--- src/rtl/trc_pkg.sv ---
package trc_pkg;

    localparam int ADDR_W = 32;
    localparam int NIB_W  = 4;
    localparam int MAX_NIB = ADDR_W / NIB_W;

    typedef enum logic [1:0] {
        LEN4  = 2'd0,
        LEN8  = 2'd1,
        LEN16 = 2'd2,
        LEN32 = 2'd3
    } len_e;

    typedef struct packed {
        logic              dest;
        logic [ADDR_W-1:0] addr;
    } evt_t;

    function automatic len_e pick_len(input logic [ADDR_W-1:0] a,
                                      input logic [ADDR_W-1:0] ref_a);
        if (a[ADDR_W-1:4] == ref_a[ADDR_W-1:4])       return LEN4;
        else if (a[ADDR_W-1:8] == ref_a[ADDR_W-1:8])  return LEN8;
        else if (a[ADDR_W-1:16] == ref_a[ADDR_W-1:16]) return LEN16;
        else                                           return LEN32;
    endfunction

    function automatic logic [3:0] nib_count(input len_e l);
        return 4'd1 << l;
    endfunction

    function automatic logic [NIB_W-1:0] header(input len_e l, input logic dest);
        return {1'b0, dest, l};
    endfunction

endpackage

--- src/rtl/trace_evq.sv ---
module trace_evq
    import trc_pkg::*;
#(
    parameter int DEPTH = 4,
    localparam int PW = (DEPTH > 1) ? $clog2(DEPTH) : 1,
    localparam int CW = $clog2(DEPTH + 1)
) (
    input  logic          clk,
    input  logic          rst,
    input  logic          push_i,
    input  evt_t          din_i,
    input  logic          pop_i,
    input  logic          drop_i,
    output evt_t          head_o,
    output logic          empty_o,
    output logic          full_o,
    output logic [CW-1:0] count_o
);

    evt_t          mem [DEPTH];
    logic [PW-1:0] wr_q, rd_q;
    logic [CW-1:0] cnt_q;
    logic          adv_rd;

    function automatic logic [PW-1:0] wrap_inc(input logic [PW-1:0] p);
        return (p == PW'(DEPTH - 1)) ? '0 : p + 1'b1;
    endfunction

    assign adv_rd = pop_i | drop_i;

    always_ff @(posedge clk) begin
        if (push_i) mem[wr_q] <= din_i;
    end

    always_ff @(posedge clk) begin
        if (rst) begin
            wr_q  <= '0;
            rd_q  <= '0;
            cnt_q <= '0;
        end else begin
            if (push_i) wr_q <= wrap_inc(wr_q);
            if (adv_rd) rd_q <= wrap_inc(rd_q);
            cnt_q <= cnt_q + CW'(push_i) - CW'(adv_rd);
        end
    end

    assign head_o  = mem[rd_q];
    assign empty_o = (cnt_q == '0);
    assign full_o  = (cnt_q == CW'(DEPTH));
    assign count_o = cnt_q;

endmodule

--- src/rtl/trace_delta.sv ---
module trace_delta
    import trc_pkg::*;
#(
    parameter int STREAMS = 2
) (
    input  logic              clk,
    input  logic              rst,
    input  logic              upd_i,
    input  logic              upd_dest_i,
    input  logic [ADDR_W-1:0] upd_addr_i,
    input  logic              qry_dest_i,
    input  logic [ADDR_W-1:0] qry_addr_i,
    output len_e              len_o
);

    logic [ADDR_W-1:0] ref_eff [STREAMS];

    for (genvar s = 0; s < STREAMS; s++) begin : g_stream
        logic [ADDR_W-1:0] ref_q;
        logic              hit;
        assign hit = upd_i && (upd_dest_i == s[0]);
        always_ff @(posedge clk) begin
            if (rst)      ref_q <= '0;
            else if (hit) ref_q <= upd_addr_i;
        end
        assign ref_eff[s] = hit ? upd_addr_i : ref_q;
    end

    assign len_o = pick_len(qry_addr_i, ref_eff[qry_dest_i]);

endmodule

--- src/rtl/trace_serial.sv ---
module trace_serial
    import trc_pkg::*;
(
    input  logic              clk,
    input  logic              rst,
    input  logic              avail_i,
    input  evt_t              head_i,
    input  len_e              len_i,
    output logic              pop_o,
    output logic              done_o,
    output logic              done_dest_o,
    output logic [ADDR_W-1:0] done_addr_o,
    output logic              trc_clk_o,
    output logic [NIB_W-1:0]  data_o,
    output logic              sync_n_o
);

    logic              phase_q;
    logic              busy_q;
    logic [3:0]        rem_q;
    logic [ADDR_W-1:0] shift_q;
    evt_t              cur_q;
    logic [NIB_W-1:0]  data_q;
    logic              sync_n_q;
    logic              slot_end, advance, free;

    assign slot_end = phase_q;
    assign advance  = slot_end && busy_q && (rem_q != '0);
    assign free     = slot_end && (!busy_q || rem_q == '0);
    assign pop_o    = free && avail_i;
    assign done_o   = slot_end && busy_q && (rem_q == '0);

    always_ff @(posedge clk) begin
        if (rst) begin
            phase_q  <= 1'b0;
            busy_q   <= 1'b0;
            rem_q    <= '0;
            shift_q  <= '0;
            cur_q    <= '0;
            data_q   <= '0;
            sync_n_q <= 1'b1;
        end else begin
            phase_q <= ~phase_q;
            if (advance) begin
                data_q   <= shift_q[NIB_W-1:0];
                shift_q  <= shift_q >> NIB_W;
                rem_q    <= rem_q - 1'b1;
                sync_n_q <= 1'b1;
            end else if (pop_o) begin
                data_q   <= header(len_i, head_i.dest);
                sync_n_q <= 1'b0;
                shift_q  <= head_i.addr;
                rem_q    <= nib_count(len_i);
                cur_q    <= head_i;
                busy_q   <= 1'b1;
            end else if (free) begin
                data_q   <= '0;
                sync_n_q <= 1'b1;
                busy_q   <= 1'b0;
            end
        end
    end

    assign done_dest_o = cur_q.dest;
    assign done_addr_o = cur_q.addr;
    assign trc_clk_o   = phase_q;
    assign data_o      = data_q;
    assign sync_n_o    = sync_n_q;

endmodule

--- src/rtl/trace_port_enc.sv ---
module trace_port_enc
    import trc_pkg::*;
#(
    parameter int DEPTH = 4,
    localparam int CW = $clog2(DEPTH + 1)
) (
    input  logic        clk,
    input  logic        rst,
    input  logic        evt_valid_i,
    input  logic        evt_dest_i,
    input  logic [31:0] evt_addr_i,
    input  logic        realtime_i,
    input  logic        fullstop_i,
    output logic        stall_o,
    output logic        trc_clk_o,
    output logic [3:0]  trc_data_o,
    output logic        trc_sync_n_o
);

    evt_t              q_head, q_din;
    logic              q_empty, q_full, q_push, q_drop, q_pop;
    logic [CW-1:0]     q_count;
    logic              halted_q, set_halt;
    logic              upd;
    logic              upd_dest;
    logic [ADDR_W-1:0] upd_addr;
    len_e              head_len;

    assign q_din = '{dest: evt_dest_i, addr: evt_addr_i};

    always_comb begin
        q_push   = 1'b0;
        q_drop   = 1'b0;
        set_halt = 1'b0;
        if (evt_valid_i && !halted_q) begin
            if (!realtime_i) begin
                q_push = !q_full;
            end else if (!q_full || q_pop) begin
                q_push = 1'b1;
            end else if (!fullstop_i) begin
                q_push = 1'b1;
                q_drop = 1'b1;
            end else begin
                set_halt = 1'b1;
            end
        end
    end

    always_ff @(posedge clk) begin
        if (rst)           halted_q <= 1'b0;
        else if (set_halt) halted_q <= 1'b1;
    end

    assign stall_o = !realtime_i && q_full;

    trace_evq #(.DEPTH(DEPTH)) evq_i (
        .clk     (clk),
        .rst     (rst),
        .push_i  (q_push),
        .din_i   (q_din),
        .pop_i   (q_pop),
        .drop_i  (q_drop),
        .head_o  (q_head),
        .empty_o (q_empty),
        .full_o  (q_full),
        .count_o (q_count)
    );

    trace_delta #(.STREAMS(2)) delta_i (
        .clk        (clk),
        .rst        (rst),
        .upd_i      (upd),
        .upd_dest_i (upd_dest),
        .upd_addr_i (upd_addr),
        .qry_dest_i (q_head.dest),
        .qry_addr_i (q_head.addr),
        .len_o      (head_len)
    );

    trace_serial ser_i (
        .clk         (clk),
        .rst         (rst),
        .avail_i     (!q_empty),
        .head_i      (q_head),
        .len_i       (head_len),
        .pop_o       (q_pop),
        .done_o      (upd),
        .done_dest_o (upd_dest),
        .done_addr_o (upd_addr),
        .trc_clk_o   (trc_clk_o),
        .data_o      (trc_data_o),
        .sync_n_o    (trc_sync_n_o)
    );

endmodule

--- config.mk ---
export PLATFORM = sky130hd
export DESIGN_NAME = trace_port_enc
export DESIGN_NICKNAME = d
export VERILOG_FILES = /design/src/rtl/trc_pkg.sv /design/src/rtl/trace_evq.sv /design/src/rtl/trace_delta.sv /design/src/rtl/trace_serial.sv /design/src/rtl/trace_port_enc.sv
export SDC_FILE = /design/constraint.sdc
export NUM_CORES = 1
export LEC_CHECK = 0
export ABC_AREA = 1
export BUFFER_PORTS_ARGS = -buffer_cell sky130_fd_sc_hd__buf_2
export CORE_ASPECT_RATIO = 0.75
export CORE_MARGIN = 2
export CORE_UTILIZATION = 40
export CTS_CLUSTER_DIAMETER = 200
export CTS_CLUSTER_SIZE = 12
export DETAILED_ROUTE_END_ITERATION = 8
export MAX_ROUTING_LAYER = met4
export SETUP_SLACK_MARGIN = 0.05
export SYNTH_ARGS = -nofsm -noshare
export SYNTH_HDL_FRONTEND = slang
export SYNTH_SLANG_ARGS = --single-unit
export TNS_END_PERCENT = 100
--- constraint.sdc ---
create_clock -name clk -period 3.9 [get_ports clk]
set_clock_uncertainty 0.15 [all_clocks]
set_input_delay 0.78 -clock clk [delete_from_list [all_inputs] [get_ports clk]]
set_output_delay 0.78 -clock clk [all_outputs]
set_load 0.05 [all_outputs]
Yosys cells after proc, flatten, opt, wreduce, memory -nomap -nowiden
Memory sizes are Yosys's and may differ from the RTL's. A register that Yosys moved wholly into a read port is not among the register bits. Index checks and enable logic that the tools add are counted.

Bits in writable memories: 132. Output and inout port bits: 7. Input port bits: 38. Memories kept: 1. Bits in registers: 148. Logic and storage cells: 95.

Memories: evq_i.mem (words 4, width 33, read ports 1, clocked after Yosys merged registers in 1, write ports 1, RTL line trace_evq.sv:20) `evt_t mem [DEPTH];`.

Reduce and logical (&&, ||, !) cells: 25. $lt $le $gt $ge: 1. Shifts and indexed selects: 1. Multiplexer cells: 36. Eq/ne operators: 6. Bitwise logic cells: 5. $add $sub $neg: 5.

Operators with widths (count): 32-bit two-way mux (5); 28-bit two-way mux (2); 28-bit == test (1); 24-bit == test (1); 4-bit two-way mux (5); 1-bit two-way mux (18); 16-bit == test (1); 2-bit two-way mux (6); 1-bit logical AND (9); 1-bit logical NOT (5); 2-bit by 1-bit adder with 2-bit output, second input constant (2); 2-bit == test, second input constant (2); 4-bit logical NOT (1); 2-bit AND reduction (2); 2-bit nonzero test (2); 4-bit nonzero test (1); 1-bit by 2-bit << shifter with 4-bit output, first input constant (1); 4-bit by 1-bit subtractor with 4-bit output, second input constant (1); 3-bit by 1-bit adder with 3-bit output (1); 3-bit == test, second input constant (1); 3-bit logical NOT (1); 1-bit NOT (3); 3-bit nonzero test (1); 3-bit by 1-bit subtractor with 3-bit output (1); other kinds (5) (6).

Longest topological paths before layout
Word-level depth: 14. Gate-level depth with buffers: 20. Depth with buffers taken out: 19.

Cells and area by module
Synthesis repeated with hierarchy kept, for this count alone.

Cell total of the unflattened synthesis: 1465. Area total of the unflattened synthesis: 12572.1 sq um.

Modules (own cells, without submodules): trace_evq (cells each 445, times used 1, area each 5905.7 sq um); trace_delta (cells each 543, times used 1, area each 3350.7 sq um); trace_serial (cells each 458, times used 1, area each 3204.3 sq um); trace_port_enc (cells each 19, times used 1, area each 111.4 sq um).

Worst setup path before layout
Ideal clock, no wire load.

Path kind: register -> register. Start point: register ser_i.phase_q, in the netlist ser_i.trc_clk_o. End point: memory evq_i.mem[0][0] (netlist name), enable pin. Arrival time: 2886 ps. Data required time: 3327 ps. Path buffers: 1. Cell stages (with the launch flop): 10. Setup slack: 441 ps. Period minus slack after synthesis: 3459 ps. Cell sequence: dfxtp_1 -> buf_2 -> nand2_1 -> inv_1 -> nor2_1 -> nand2_1 -> nor2_1 -> inv_1 -> nand3b_1 -> nor2_1.

Longest elaborated chain between the ends: 8.

Ends and longest elaborated chain: start: declaration (RTL line trace_serial.sv:18) `logic phase_q;`; start signal: assignment (RTL line trace_serial.sv:43) `phase_q <= ~phase_q;`; 1-bit logical AND (RTL line trace_serial.sv:29) `assign free = slot_end && (!busy_q || rem_q == '0);`; 1-bit logical AND (RTL line trace_serial.sv:30) `assign pop_o = free && avail_i;`; 1-bit logical OR (RTL line trace_port_enc.sv:38) `end else if (!q_full || q_pop) begin`; 1-bit two-way mux (RTL line trace_port_enc.sv:38); 1-bit two-way mux (RTL line trace_port_enc.sv:36) `if (!realtime_i) begin`; 1-bit two-way mux (RTL line trace_port_enc.sv:35) `if (evt_valid_i && !halted_q) begin`; 1-bit two-way mux (RTL line trace_evq.sv:32) `if (push_i) mem[wr_q] <= din_i;`; 1-bit two-way mux (implied by the code) (RTL line trace_evq.sv:32); end: declaration (RTL line trace_evq.sv:20).

Every way passes these cells.

Worst setup path in the final report
Start point: register ser_i.rem_q[0]. End point: register evq_i.cnt_q[2], in the netlist evq_i.count_o[2].

Longest elaborated chain between the ends: 10. Elaborated cells on any way between the ends: 14.

Ends and longest elaborated chain: start: declaration (RTL line trace_serial.sv:20) `logic [3:0] rem_q;`; start signal: assignment (RTL line trace_serial.sv:47) `rem_q <= rem_q - 1'b1;`; start signal: assignment (RTL line trace_serial.sv:53) `rem_q <= nib_count(len_i);`; 4-bit logical NOT (*) (RTL line trace_serial.sv:29); 1-bit logical OR (*) (RTL line trace_serial.sv:29); 1-bit logical AND (*) (RTL line trace_serial.sv:29); 1-bit logical AND (*) (RTL line trace_serial.sv:30); 1-bit logical OR (RTL line trace_port_enc.sv:38); 1-bit two-way mux (RTL line trace_port_enc.sv:38); 1-bit two-way mux (RTL line trace_port_enc.sv:36); 1-bit two-way mux (RTL line trace_port_enc.sv:35); 3-bit by 1-bit adder with 3-bit output / 1-bit bitwise OR (equally long branches) (RTL line trace_evq.sv:43, trace_evq.sv:29); 3-bit by 1-bit subtractor with 3-bit output (*) (RTL line trace_evq.sv:43) `cnt_q <= cnt_q + CW'(push_i) - CW'(adv_rd);`; end signal: assignment (RTL line trace_evq.sv:43); end: declaration (RTL line trace_evq.sv:22) `logic [CW-1:0] cnt_q;`.

Every way passes the cells marked *; elsewhere a longest branch is shown, timed or not. A chain may end at the register's enable or synchronous reset.

==> flow_metrics.tcl <==
set metrics [dict create \
    worst_pin_slew_ns 0.657 \
    slew_viol_final 0 \
    critPathRequiredTime_ns 4.20 \
    yosys.area.top_type "edfxtp_1" \
    grt_usage_pct 19.8 \
    n_antenna_cell 0 \
    final_antenna_net_count 0 \
    portBuffers 44 \
    synth.area.top_cells "edfxtp_1, dfxtp_1, nand2_1, nand3_1, inv_1" \
    area_growth_pct 12.0 \
    ios 45 \
    cts_sinks 270 \
    grt_pass1_wl_um 44900 \
    path_clk_slew_ns 0.06 \
    wirelength_um 28200 \
    worstSkewPairLatency_ns 0.53 \
    holdPathStages 2 \
    ys_types 36 \
    dr_wl_met3_um 1290 \
    worstSetupPathType "reg -> reg" \
    synth.avg_cell_area_um2 8.53 \
    cap_violations 0 \
    synth_area_um2 11500 \
    reg2reg_depth 20 \
    route.detailed.drc 0 \
    core_region_area_um2 28200 \
    cts_made_buffers 26 \
    min_to "ser_i.done_addr_o[29]" \
    wl_met1_um 13300 \
    cts-htree-levels 1 \
    ir_drop_mv 0.334 \
    ctsHoldBuffers 0 \
    via_per_inst 5.04 \
    fin_nets 1431 \
    dr_wl_met2_um 13100 \
    die_w_um 200 \
    whs_ns 0.312 \
    cp.arrival_ns 3.43 \
    finalCritPeriodShare_pct 80.1 \
    cts_buffer_depth 3 \
    top_layer "met4" \
    final_cell_mix "nand2_1, dfxtp_1, edfxtp_1" \
    status "finished clean" \
    hp-start "ser_i.done_addr_o[29]" \
    grt_max_degree 58 \
    cts_resized 0 \
    cts_tree "yes" \
    gp_congestion 0.814 \
    rrSetupSlack_ns 0.78 \
    p_leak_nw 5.13 \
    final_common_cell "nand2_1" \
    layout_min_cycle_time_ns 3.12 \
    grt_pass1_vias 8316 \
    root_buffer "clkbuf_16" \
    fmax_ghz 0.320 \
    rows 53 \
    r2r_start "ser_i.rem_q[0]" \
    pwr_density_cell_nw_per_um2 626 \
    wire_per_inst_um 15.8 \
    antenna_found_initial 0 \
    layout-drive-gt1-share_pct 8.94 \
    hold_viol_final 0 \
    r2r-end "evq_i.count_o[2]" \
    relSlewSlack_pct 56.2 \
    start_kind "flop" \
    holdCritPathClass "reg -> reg" \
    ys_seq_area_share_pct 58.3 \
    hpwl_um 17700 \
    syn_nets 1399 \
    die-area_um2 30200 \
    die_height_um 151 \
    synth_seq_cells 270 \
    rsz0062_at_grt "false" \
    syn_inst 1352 \
    fin_setup_tns_ns 0 \
    start_util_pct 40.9 \
    synth_warnings 0 \
    setup_violations 0 \
    cts_setup_buffers 0 \
    vias 8984 \
    dr.pass1.iters 5 \
    drtIter0Drc 568 \
    worstPathMaxFanout 9 \
    end_kind "flop" \
    yosys.area.top_type_share_pct 34.4 \
    grt-ovfl-total 0 \
]
routing by layer:
layer | global-route usage [%] | vias to the layer above
met5 | - | -
li1 | - | 4531
met3 | 2.54 | 41
met2 | 31.4 | 178
met4 | 4.22 | 0
met1 | 27.3 | 4234
report_power, final:
part	total (mW)	internal (mW)	switching, mW
registers	3.47	3.32	0.156
clock network	2.28	1.27	1.02
logic	2.33	0.674	1.65
total	8.08	5.26	2.83
worst max-delay path by stage:
stage	slack, ns	depth (start not counted)	from	end
2_1_floorplan	0.44	9	ser_i.trc_clk_o	evq_i.mem[0][0]
6_report	0.78	20	ser_i.rem_q[0]	evq_i.count_o[2]
4_1_cts	0.78	20	ser_i.rem_q[0]	evq_i.count_o[2]
3_3_place_gp	0.83	20	ser_i.rem_q[0]	evq_i.count_o[2]
3_5_place_dp	0.79	20	ser_i.rem_q[0]	evq_i.count_o[2]
5_1_grt	0.48	20	ser_i.rem_q[0]	evq_i.count_o[2]
synth_stat cells, drive strengths merged:
cell type  count
edfxtp       132
inv          109
nand2        475
a31oi         26
buf           42
nand3        129
xor2           1
nand4         37
a22oi          4
fa             1
o21ai         34
a211oi         1
o211ai         1
a21oi         71
o21a           1
clkbuf        29
clkinv         1
dfxtp        138
nand3b         6
o22ai         10
nor3           5
nor2          90
ha             8
xnor2          1
through the flow:
| stage | util, % | area, um^2 | power [mW] | setup slack, ns | cells |
|---|---|---|---|---|---|
| 2_1_floorplan | - | 11500 | 5.14 | 0.441 | 1352 |
| 3_3_place_gp | 43.2 | 12200 | 5.83 | 0.828 | 1741 |
| 3_5_place_dp | 43.2 | 12200 | 5.86 | 0.787 | 1741 |
| 4_1_cts | 45.8 | 12900 | 8.16 | 0.776 | 1783 |
| 5_1_grt | 45.8 | 12900 | 8.60 | 0.481 | 1783 |
| 6_report | 45.8 | 12900 | 8.08 | 0.778 | 1783 |
registers in the layout, summed over array words and instances (netlist names), named ones only:
| name | count |
|---|---|
| ser_i.busy_q | 1 |
| ser_i.shift_q | 32 |
| ser_i.done_dest_o | 1 |
| evq_i.wr_q | 2 |
| evq_i.count_o | 3 |
| ser_i.done_addr_o | 28 |
| halted_q | 1 |
| evq_i.rd_q | 2 |
| ser_i.sync_n_o | 1 |
| ser_i.rem_q | 4 |
| ser_i.trc_clk_o | 1 |
| delta_i.g_stream.ref_q | 56 |
| evq_i.mem | 132 |
| ser_i.data_o | 4 |
critical path, stage by stage (launching register included):
cell      delay, ns
dfxtp_1        0.33
inv_1          0.07
ha_1           0.23
nand2_1        0.22
nand2_1        0.08
nand2_1        0.10
inv_1          0.09
nor2_1         0.14
nand2_1        0.07
nor2_1         0.08
inv_1          0.06
nand3b_1       0.07
buf_4          0.20
ha_1           0.25
inv_1          0.06
ha_1           0.13
inv_1          0.05
fa_1           0.38
inv_1          0.07
o21ai_0        0.08
a21oi_1        0.14
layout make-up:
| class | count | area, um^2 |
|---|---|---|
| clock buffer | 41 | 728 |
| inverter | 110 | 415 |
| multi-input combinational | 901 | 4100 |
| sequential | 270 | 6730 |
| fill | 2772 | 15300 |
| timing repair buffer | 75 | 455 |
| clock inverter | 1 | 8.76 |
| tap | 385 | 482 |
cells by family (layout without fill, tap and decap cells):
family,count (synthesis),after routing,synth area share (%)
DFF,270,270,58.3
adders and majority gates,9,9,1.04
AOI/OAI and AO/OA,148,148,6.96
xor gates and xnor gates,2,2,0.152
and+or+nand+nor,742,742,27.0
buffers and inverters,181,227,6.50
(Power assumes the default switching activity.)
